### src/rtl/thm_pkg.sv
`timescale 1ns/1ps
package thm_pkg;
   typedef enum logic {
      PIN_OUT_ONLY = 1'b0,
      PIN_BIDIR    = 1'b1
   } pin_mode_e;
endpackage

### src/rtl/thm_temp_reduce.sv
`timescale 1ns/1ps
module thm_temp_reduce #(
   parameter int NUM_CORES = 2,
   parameter int TEMP_W    = 8
) (
   input  logic [NUM_CORES*TEMP_W-1:0] core_temp,
   output logic signed [TEMP_W-1:0]    hottest
);
   generate
      if (NUM_CORES == 1) begin : g_single
         assign hottest = $signed(core_temp);
      end else begin : g_multi
         always_comb begin
            hottest = $signed(core_temp[TEMP_W-1:0]);
            for (int c = 1; c < NUM_CORES; c++) begin
               if ($signed(core_temp[c*TEMP_W +: TEMP_W]) > hottest)
                  hottest = $signed(core_temp[c*TEMP_W +: TEMP_W]);
            end
         end
      end
   endgenerate
endmodule

### src/rtl/thm_hyst_timer.sv
`timescale 1ns/1ps
module thm_hyst_timer #(
   parameter int HYST_CYCLES = 16
) (
   input  logic clk,
   input  logic rst_n,
   input  logic hot,
   output logic trip
);
   generate
      if (HYST_CYCLES == 0) begin : g_direct
         always_ff @(posedge clk or negedge rst_n) begin
            if (!rst_n) trip <= 1'b0;
            else        trip <= hot;
         end
      end else begin : g_window
         localparam int CNT_W = $clog2(HYST_CYCLES + 1);
         logic [CNT_W-1:0] cnt_q;
         always_ff @(posedge clk or negedge rst_n) begin
            if (!rst_n) begin
               trip  <= 1'b0;
               cnt_q <= '0;
            end else if (hot) begin
               trip  <= 1'b1;
               cnt_q <= CNT_W'(HYST_CYCLES);
            end else if (trip) begin
               if (cnt_q == CNT_W'(1)) trip <= 1'b0;
               cnt_q <= cnt_q - CNT_W'(1);
            end
         end

         AST_HYST_HOLD: assert property (@(posedge clk) disable iff (!rst_n)
            (trip && !hot && cnt_q != CNT_W'(1)) |=> trip);
      end
   endgenerate

   AST_HOT_TRIPS: assert property (@(posedge clk) disable iff (!rst_n)
      hot |=> trip);
endmodule

### src/rtl/thm_edge_pulse.sv
`timescale 1ns/1ps
module thm_edge_pulse (
   input  logic clk,
   input  logic rst_n,
   input  logic level_d,
   output logic level_q,
   output logic rise,
   output logic fall
);
   always_ff @(posedge clk or negedge rst_n) begin
      if (!rst_n) begin
         level_q <= 1'b0;
         rise    <= 1'b0;
         fall    <= 1'b0;
      end else begin
         level_q <= level_d;
         rise    <= level_d & ~level_q;
         fall    <= ~level_d & level_q;
      end
   end

   AST_IRQ_EXCL: assert property (@(posedge clk) disable iff (!rst_n)
      !(rise && fall));
   AST_RISE_ALIGN: assert property (@(posedge clk) disable iff (!rst_n)
      rise |-> (level_q && !$past(level_q)));
   AST_FALL_ALIGN: assert property (@(posedge clk) disable iff (!rst_n)
      fall |-> (!level_q && $past(level_q)));
endmodule

### src/rtl/thermal_throttle_arbiter.sv
`timescale 1ns/1ps
module thermal_throttle_arbiter
   import thm_pkg::*;
#(
   parameter int NUM_CORES   = 2,
   parameter int TEMP_W      = 8,
   parameter int SHUT_OFFSET = 22,
   parameter int HYST_CYCLES = 16
) (
   input  logic                        clk,
   input  logic                        rst_n,
   input  logic                        tm_enable,
   input  logic                        pin_mode,
   input  logic                        pin_in_n,
   input  logic                        force_thr,
   input  logic signed [TEMP_W-1:0]    ctrl_thresh,
   input  logic [NUM_CORES*TEMP_W-1:0] core_temp,
   output logic                        pin_drv_n,
   output logic                        throttle_active,
   output logic                        shutdown,
   output logic                        fan_reduce,
   output logic                        irq_on,
   output logic                        irq_off
);
   localparam logic signed [TEMP_W-1:0] SHUT_CODE = (TEMP_W)'(SHUT_OFFSET);

   generate
      if (TEMP_W < 4) begin : g_bad_width
         $error("TEMP_W must be at least 4");
      end
      if (NUM_CORES < 1) begin : g_bad_cores
         $error("NUM_CORES must be at least 1");
      end
      if (SHUT_OFFSET < 1 || SHUT_OFFSET >= (1 << (TEMP_W - 1))) begin : g_bad_offset
         $error("SHUT_OFFSET must be positive and fit the signed code");
      end
      if (HYST_CYCLES < 0) begin : g_bad_hyst
         $error("HYST_CYCLES must not be negative");
      end
   endgenerate

   logic signed [TEMP_W-1:0] hottest;
   logic hot_now, trip, ext_now, act_d;
   logic shut_q, fan_q;

   thm_temp_reduce #(.NUM_CORES(NUM_CORES), .TEMP_W(TEMP_W)) u_reduce (
      .core_temp (core_temp),
      .hottest   (hottest)
   );

   assign hot_now = ~hottest[TEMP_W-1];

   thm_hyst_timer #(.HYST_CYCLES(HYST_CYCLES)) u_hyst (
      .clk   (clk),
      .rst_n (rst_n),
      .hot   (hot_now),
      .trip  (trip)
   );

   assign pin_drv_n = ~trip;

   // external pull-down is only visible while this block leaves the pin released
   assign ext_now = (pin_mode_e'(pin_mode) == PIN_BIDIR) & ~pin_in_n & pin_drv_n;
   assign act_d   = (tm_enable & trip) | ext_now | force_thr;

   thm_edge_pulse u_edge (
      .clk     (clk),
      .rst_n   (rst_n),
      .level_d (act_d),
      .level_q (throttle_active),
      .rise    (irq_on),
      .fall    (irq_off)
   );

   always_ff @(posedge clk or negedge rst_n) begin
      if (!rst_n) begin
         shut_q <= 1'b0;
         fan_q  <= 1'b0;
      end else begin
         if (hottest >= SHUT_CODE) shut_q <= 1'b1;
         fan_q <= (hottest < ctrl_thresh);
      end
   end

   assign shutdown   = shut_q;
   assign fan_reduce = fan_q;

   AST_SHUT_STICKY: assert property (@(posedge clk) disable iff (!rst_n)
      shutdown |=> shutdown);
   AST_FORCE_ACT: assert property (@(posedge clk) disable iff (!rst_n)
      force_thr |=> throttle_active);
   AST_EXT_ACT: assert property (@(posedge clk) disable iff (!rst_n)
      (pin_mode && !pin_in_n && pin_drv_n) |=> throttle_active);
   AST_DISABLED_QUIET: assert property (@(posedge clk) disable iff (!rst_n)
      (!tm_enable && !force_thr && !pin_mode) |=> !throttle_active);
endmodule

### config.mk
export PLATFORM = sky130hd
export DESIGN_NAME = thermal_throttle_arbiter
export DESIGN_NICKNAME = d
export VERILOG_FILES = /design/src/rtl/thm_pkg.sv /design/src/rtl/thm_temp_reduce.sv /design/src/rtl/thm_hyst_timer.sv /design/src/rtl/thm_edge_pulse.sv /design/src/rtl/thermal_throttle_arbiter.sv
export SDC_FILE = /design/constraint.sdc
export NUM_CORES = 1
export LEC_CHECK = 0
export BUFFER_PORTS_ARGS = -buffer_cell sky130_fd_sc_hd__buf_4
export CAP_MARGIN = 10
export CORE_UTILIZATION = 40
export DETAILED_ROUTE_END_ITERATION = 16
export GPL_TIMING_DRIVEN = 0
export PLACE_DENSITY = 0.63
export SLEW_MARGIN = 20
export SYNTH_ARGS = -nofsm -noshare
export SYNTH_HDL_FRONTEND = slang
export SYNTH_SLANG_ARGS = --single-unit
export TNS_END_PERCENT = 100
### constraint.sdc
create_clock -name clk -period 1.8 [get_ports clk]
set_input_delay 0.09 -clock clk [delete_from_list [all_inputs] [get_ports clk]]
set_output_delay 0.09 -clock clk [all_outputs]
set_load 0.01 [all_outputs]
# After elaboration in Yosys (flattened, before gate mapping)

Cells that the tools add are included.

$add $sub $neg: 1
Multiply operators: 0
Div/mod/pow operators: 0
Magnitude comparators: 3
Equal/unequal tests: 2
Shift operators: 0
Muxes and demuxes: 6
Bitwise gates (word level): 11
Reductions and logical operators: 0

Operators by type and width:

| cell                                                 | count |
|---|---|
| 2-to-1 mux 5 bit                                     | 2 |
| >= comparator 8 x 6 -> 1 bit (second input constant) | 1 |
| greater-than comparator 8 bit                        | 1 |
| less-than comparator 8 bit                           | 1 |
| 2-to-1 mux 8 bit                                     | 1 |
| bitwise AND 1 bit                                    | 5 |
| equality test 5 x 1 -> 1 bit (second input constant) | 1 |
| subtractor 5 x 1 -> 5 bit (second input constant)    | 1 |
| inverter 1 bit                                       | 4 |
| 2-to-1 mux 1 bit                                     | 3 |
| != test 2 x 1 -> 1 bit (second input constant)       | 1 |
| bitwise OR 1 bit                                     | 2 |

Register bits: 11
Bits in latches: 0
RAM bits: 0
Memory bits (read-only): 0
Input port bits: 30
Output and inout port bits: 6
Word-level logic and storage cells: 30
Memories: 0

# Logic depth before layout (Yosys ltp)

Gate-level depths: netlist of the first run.

Depth after elaboration: 7
Depth in mapped cells: 13
Gate-level depth less buffers: 13

# Hierarchy

Synthesis of the first run repeated with hierarchy kept, for this count alone.

Cell total of the unflattened synthesis: 106
Area total of the unflattened synthesis: 1046.0 sq um

By module, submodules not included:

| module                   | instances | cells an instance | area each (sq um) | sequential area each (sq um) |
|---|---|---|---|---|
| thm_temp_reduce          | 1         | 40                | 360.3             | 0.0 |
| thm_hyst_timer           | 1         | 28                | 316.6             | 150.1 |
| thermal_throttle_arbiter | 1         | 33                | 279.0             | 50.0 |
| thm_edge_pulse           | 1         | 5                 | 90.1              | 75.1 |

# Worst setup path before layout of the first run

OpenSTA, ideal clock, no wires.

Kind: input port to flip-flop
Start point: input core_temp[1]
End point: register fan_q (netlist: fan_reduce)
Arrival time: 2454 ps
Data required time: 1706 ps
Slack: -748 ps
Stages on the path: 13
Path buffers: 0
Cells stage by stage: inv_1 ha_1 nor2b_1 o211a_1 o21a_4 nor2_8 mux2_4 ha_1 a21o_1 a21o_1 a21oi_1 o21ai_0 a211oi_1

Longest elaborated chain between the ends: 3

Ends and longest elaborated chain:

| item                          | RTL line                       | text |
|---|---|---|
| from (decl)                   | thermal_throttle_arbiter.sv:17 | `input logic [NUM_CORES*TEMP_W-1:0] core_temp,` |
| greater-than comparator 8 bit | thm_temp_reduce.sv:16          | `if ($signed(core_temp[c*TEMP_W +: TEMP_W]) > hottest)` |
| 2-to-1 mux 8 bit *            | thm_temp_reduce.sv:16          |  |
| less-than comparator 8 bit *  | thermal_throttle_arbiter.sv:81 | `fan_q <= (hottest < ctrl_thresh);` |
| to (signal assigned)          | thermal_throttle_arbiter.sv:81 |  |
| to (decl)                     | thermal_throttle_arbiter.sv:44 | `logic shut_q, fan_q;` |

Every way passes the cells marked *; elsewhere a longest branch is shown, timed or not.
A chain may end at the register's enable or synchronous reset.

# Final worst setup path of the first run

Start point: input core_temp[3]
End point: register fan_q (netlist: fan_reduce)

The elaborated chain is that of the path after synthesis.

==> results of run 1 <==
sequential cells by signal, indices dropped and copies added, names as in the netlist:
register	cells
u_hyst.trip	1
u_edge.fall	1
u_edge.rise	1
u_hyst.g_window.cnt_q	5
u_edge.level_q	1
shutdown	1
fan_reduce	1
cells by family after synthesis:
logic type      after synthesis
mux                           6
simple gates                 20
buf+inv                      25
fa+ha+maj                    17
xor+xnor                      4
compound gates               33
flops                        11
cell usage in the layout, fill, tap and decap left out, types with 2 or more instances in the layout:
cell / synthesis / routed
dfrtp_1: 11 / 11
o21ai_1: 1 / 3
o211ai_1: 3 / 3
a211oi_1: 4 / 4
nand2_1: 2 / 2
nand4_1: 2 / 2
inv_2: 0 / 2
xnor2_1: 2 / 2
a21oi_1: 9 / 6
nor3b_1: 2 / 2
xor2_1: 2 / 2
nor3_1: 2 / 2
a21oi_2: 0 / 3
ha_4: 0 / 8
buf_4: 0 / 40
clkbuf_4: 0 / 3
ha_1: 17 / 9
nand2b_1: 2 / 2
nor2_1: 3 / 3
inv_1: 24 / 20
mux2_4: 6 / 6
a21o_1: 4 / 4
routing by layer:
layer	up-vias	wire (um)
met1	453	1230
met5	-	0
met3	0	76
li1	510	-
met2	19	1230
met4	0	0
power groups by stage:
stage                     Combinational (mW)  Sequential, mW  Clock [mW]
after floorplan                        0.339           0.355           0
after global placement                 0.472           0.360           0
after detailed placement               0.482           0.362           0
after CTS                              0.493           0.357       0.171
after global routing                   0.608           0.366       0.186
final                                  0.539           0.355       0.165
worst max-delay path: stages:
cell      delay, ns
buf_4          0.10
inv_1          0.07
ha_4           0.27
nand4_1        0.16
o221a_4        0.31
nor2_8         0.19
mux2_4         0.33
ha_4           0.22
a21o_1         0.15
a21o_1         0.16
a21oi_2        0.12
o21ai_1        0.08
a211oi_1       0.22
path summary, 6_finish.rpt:
kind / endpoint / depth (start not counted) / start
max in group asynchronous: u_edge.rise / 2 / rst_n
min reg2reg: u_edge.rise / 1 / u_edge.level_q
min in group asynchronous: u_hyst.g_window.cnt_q[3] / 2 / rst_n
max reg2reg: u_hyst.g_window.cnt_q[4] / 6 / u_hyst.g_window.cnt_q[0]
max: fan_reduce / 13 / core_temp[3]
min: u_edge.level_q / 3 / force_thr
what timing repair did:
action,in CTS,in global routing
gates resized for setup,5,13
buffers inserted,2,4
endpoints found under the hold margin,11,0
hold buffers,1,0
setup endpoints to repair,1,1
pin swaps,10,14
through the flow:
step | setup WS (ns) | TNS, ns | power [mW] | utilization, %
after floorplan | -0.558 | -0.558 | 0.694 | -
final | -0.487 | -0.487 | 1.06 | 64.3
after detailed placement | -0.851 | -0.851 | 0.844 | 57.2
after global placement | -0.873 | -0.873 | 0.832 | 57.2
after CTS | -0.512 | -0.512 | 1.02 | 60.0
after global routing | -0.650 | -0.650 | 1.16 | 64.3
cell type report:
type,instances,area [sq um]
plain buffers,1,5.00
clock buffers,4,26.3
fillers,216,900
inverters,24,97.6
multi-input cells,80,856
flip-flops and latches,11,275
well taps,30,37.5
repair buffers,42,325
synth_stat cells (3+ instances only):
library cell  number  area [sq um]
nor2_1             3          11.3
inv_1             24          90.1
o211ai_1           3          22.5
a21oi_1            9          45.0
ha_1              17           213
a21o_1             4          30.0
mux2_4             6          90.1
o21ai_0            3          15.0
dfrtp_1           11           275
a211oi_1           4          30.0
==> impl_metrics.json, run 1 <==
{
  "status": "finished with violations",
  "min_period_ns": 2.29,
  "placed_cells": 181,
  "setup_viol": 1,
  "synthToLayoutAreaGrowth_pct": 48.6,
  "synth_compound_area_share_pct": 23.0,
  "gr-usage-met1_pct": 26.4,
  "combPwrFrac_pct": 50.9,
  "ys_types": 34,
  "synth_edf_count": 0,
  "criticalPathCategory": "in2reg",
  "clockBufferDepth": 2,
  "drv_slew": 0,
  "max-cap-violations": 0,
  "cts_tree": "built",
  "core_sq_um": 2520,
  "synthXorXnorAreaFrac_pct": 3.21,
  "leakage_nw": 0.793,
  "via_count": 982,
  "timing.final.ws_setup_ns": -0.487,
  "start_util_pct": 43.3,
  "fin_cells": 192,
  "final.period_utilization_pct": 127,
  "port_buffers": 35,
  "ir_drop_uv": 633,
  "switchingPower_mw": 0.372,
  "cellPowerDensity_nw_per_um2": 653,
  "grt_max_degree": 12,
  "switching_share_pct": 35.1,
  "drt_wl_total_um": 2540,
  "ys.flop_type": "dfrtp_1",
  "synth_top_family_by_area": "compound AO/OA/AOI/OAI gates",
  "grt_pass1_vias": 916,
  "syn_inst": 116,
  "routabilityCongestion": 0.881,
  "fmax_mhz": 437,
  "vias_per_cell": 5.11,
  "ant_nets": 0,
  "slew_headroom_pct": 72.9,
  "clkLatencyLatePin_ns": 0.27,
  "n_antenna_cell": 0,
  "drt_iter0_markers": 9,
  "htree_levels": 1,
  "path_clk_slew_ns": 0.07,
  "antenna_found_initial": 0,
  "grt_pass1_wl_um": 3970,
  "synth_nets": 163,
  "row_count": 18,
  "holdCritPathClass": "in2reg",
  "crit_arrival_ns": 2.47,
  "tightest_slew_ns": 0.407,
  "syn_area_sq_um": 1090,
  "dr.pass1.iters": 4,
  "ys_ff_latch": 11,
  "crit_path_end_kind": "flop",
  "synth_warnings": 0,
  "ios": 36,
  "fin_area_sq_um": 1620,
  "required_ns": 1.98,
  "busiest_layer": "met2",
  "fp.dieH_um": 54.3,
  "gr-total-overflow": 0,
  "hold_ws_ns": 0.0358,
  "worstSetupStartpointType": "primary input",
  "cts_root_buf": "clkbuf_4",
  "num-nets-final": 210,
  "synth_seq_area_share_pct": 25.2,
  "grt_usage_pct": 18.6,
  "die_x_um": 54.3,
  "violations": "setup timing",
  "clkPwrFrac_pct": 15.6,
  "drc": 0,
  "drive_above_1_share_pct": 45.7,
  "clock-sinks": 11,
  "dp_hpwl_um": 1990,
  "p_int_mw": 0.687,
  "skew_ns": 0.00575,
  "use_met3_pct": 5.83,
  "critPathMaxFanout": 7,
  "avgSynthCellArea_sq_um": 9.42,
  "postSynth.asyncResetShare_pct": 100,
  "hold_viol": 0,
  "p_seq_share_pct": 33.6,
  "grt_util_met2_pct": 29.1,
  "muxShareOfSynthArea_pct": 8.25,
  "synthSimpleGateAreaFrac_pct": 12.1,
  "wire_per_inst_um": 13.3,
  "dieArea_sq_um": 2940,
  "synth_adder_area_share_pct": 19.5,
  "postPlaceCellArea_sq_um": 1440,
  "r2r_setup_slack_ns": 0.56,
  "numCtsBuffers": 3,
  "rsz0062_at_grt": "yes"
}
Note: power is estimated with default switching activity, not from simulation.
==> inputs of run 2 (changes only) <==
CORE_UTILIZATION = 30   (was 40)
PLACE_DENSITY = unset   (was 0.63)
clock period = 2.1 ns   (was 1.8 ns; I/O delays follow)
==> run 2 against run 1 <==
The flow still finishes with violations (setup timing). Utilization fell by 12 points. Via count rose by 3.8%. Die area rose by 32%. Register-to-register slack improved by 0.29 ns. Global-route usage fell by 4.6 points. Sequential share of layout area fell by 1.5 points. Critical path depth did not move. Flip-flop and latch count did not move. Non-clock buffer count rose by 6. Cell area rose by 9.9%. Critical path type unchanged. Critical endpoint unchanged. Highest routed layer is now met4.
==> impl_metrics.json, run 2 (same netlist as run 1, synthesis figures left out) <==
{
  "cts_root_buf": "clkbuf_4",
  "drive_above_1_share_pct": 51.8,
  "port_buffers": 35,
  "p_int_mw": 0.619,
  "hold_viol": 0,
  "regMostFlops": "u_hyst.g_window.cnt_q",
  "fin_cells": 214,
  "clkLatencyLatePin_ns": 0.26,
  "worstSetupStartpointType": "primary input",
  "fill_cells": 327,
  "combPwrFrac_pct": 53.4,
  "cp_slowest_stage_delay_ns": 0.34,
  "grt_usage_pct": 14.0,
  "wire_per_inst_um": 13.2,
  "crit_arrival_ns": 2.54,
  "crit_path_end_kind": "flop",
  "drv_slew": 0,
  "crit_path_cell_trace": "buf_8, ha_4, nor2b_1, o211a_1, o21a_4, nor2_8, mux2_4, ha_4, a21o_1, a21o_1, a21oi_2, o21ai_1, a211oi_1",
  "drt_wl_total_um": 2820,
  "switchingPower_mw": 0.341,
  "cellPowerDensity_nw_per_um2": 538,
  "final_cell_mix": "buf_4 (38), inv_1 (17), dfrtp_1 (11)",
  "n_antenna_cell": 0,
  "via_count": 1019,
  "switching_share_pct": 35.5,
  "synthToLayoutAreaGrowth_pct": 63.2,
  "fp.dieH_um": 62.3,
  "critPathMaxFanout": 7,
  "numCtsBuffers": 3,
  "num-nets-final": 216,
  "final.period_utilization_pct": 113,
  "clockBufferDepth": 2,
  "criticalPathCategory": "in2reg",
  "clock-sinks": 11,
  "tightest_slew_ns": 0.375,
  "timing.final.ws_setup_ns": -0.267,
  "dr.pass1.iters": 2,
  "largest_reg_flops": 5,
  "status": "finished with violations",
  "p_seq_share_pct": 31.7,
  "drc": 0,
  "row_count": 21,
  "cts_tree": "built",
  "path_clk_slew_ns": 0.07,
  "leakage_nw": 0.832,
  "grt_pass1_vias": 1042,
  "ant_nets": 0,
  "setup_viol": 1,
  "rsz0062_at_grt": "yes",
  "mostFrequentLayoutCell": "buf_4",
  "gr-total-overflow": 0,
  "antenna_found_initial": 0,
  "ios": 36,
  "holdCritPathClass": "in2reg",
  "die_x_um": 62.3,
  "dp_hpwl_um": 2110,
  "fmax_mhz": 422,
  "clkPwrFrac_pct": 14.9,
  "drt_iter0_markers": 18,
  "postPlaceCellArea_sq_um": 1460,
  "hold_depth": 3,
  "pre_cts_ws_ns": -0.562,
  "fin_area_sq_um": 1780,
  "min_period_ns": 2.37,
  "routabilityCongestion": 0.802,
  "grt_max_degree": 12,
  "r2r_cells": 6,
  "max-cap-violations": 0,
  "dieArea_sq_um": 3890,
  "placed_cells": 197,
  "critical_path.slowest_cell": "mux2_4",
  "grt_pass1_wl_um": 4410,
  "htree_levels": 1,
  "vias_per_cell": 4.76,
  "ir_drop_uv": 230,
  "violations": "setup timing",
  "required_ns": 2.27,
  "slew_headroom_pct": 74.9,
  "core_sq_um": 3420,
  "skew_ns": 0.00144,
  "start_util_pct": 32.0
}
==> run 2: area by class of cell <==
cell class                 count  area, sq um  share of cell area, %
multi-input combinational     80          911                   51.1
timing repair buffer          48          408                   22.9
sequential                    11          275                   15.4
inverter                      24          100                   5.61
tap                           46         57.6                   3.23
clock buffer                   4         26.3                   1.47
buffer                         1         5.00                  0.281
==> run 2: timing repair <==
action                     CTS  global route
gates cloned                 0             0
setup buffers                5             7
setup endpoints to repair    1             1
resized for setup           10            29
hold endpoints to repair    11             0
hold buffers                 1             0
pin swaps                   16            20
==> run 2: critical path, delay by kind of cell <==
kind | cells | cell delay (ns)
compound gates | 7 | 1.22
fa+ha+maj | 2 | 0.48
mux | 1 | 0.34
buf+inv | 1 | 0.10
simple gates | 2 | 0.29
==> run 2: final timing paths <==
kind                                       endpoint  slack [ns]                     start
min reg2reg                             u_edge.rise        0.46            u_edge.level_q
min in group asynchronous  u_hyst.g_window.cnt_q[3]        0.21                     rst_n
max                                      fan_reduce       -0.27              core_temp[9]
max in group asynchronous  u_hyst.g_window.cnt_q[0]        1.74                     rst_n
min                                  u_edge.level_q        0.07                 force_thr
max reg2reg                u_hyst.g_window.cnt_q[4]        0.85  u_hyst.g_window.cnt_q[0]
==> run 2: metal layers <==
layer	up-vias	GRT usage, %	routed length [um]
met5	-	0	0
met4	0	3.49	13
met3	2	1.65	82
met2	16	26.8	1520
met1	485	16.3	1200
li1	516	-	-
==> run 2: metrics by stage <==
stage	power, mW	hold WS, ns	utilization [%]	TNS (ns)
after floorplan	0.595	-0.191	-	-0.273
after global placement	0.713	-0.0556	42.9	-0.563
after detailed placement	0.729	-0.0490	42.9	-0.562
after CTS	0.912	0.0742	46.8	-0.261
after global routing	1.03	0.0813	52.2	-0.375
final	0.960	0.0709	52.2	-0.267
==> run 2: power by group through the flow <==
stage | clock network, mW | registers [mW] | logic, mW
final | 0.143 | 0.305 | 0.512
after global routing | 0.156 | 0.313 | 0.565
after CTS | 0.147 | 0.306 | 0.460
after detailed placement | 0 | 0.310 | 0.419
after global placement | 0 | 0.307 | 0.406
after floorplan | 0 | 0.304 | 0.291
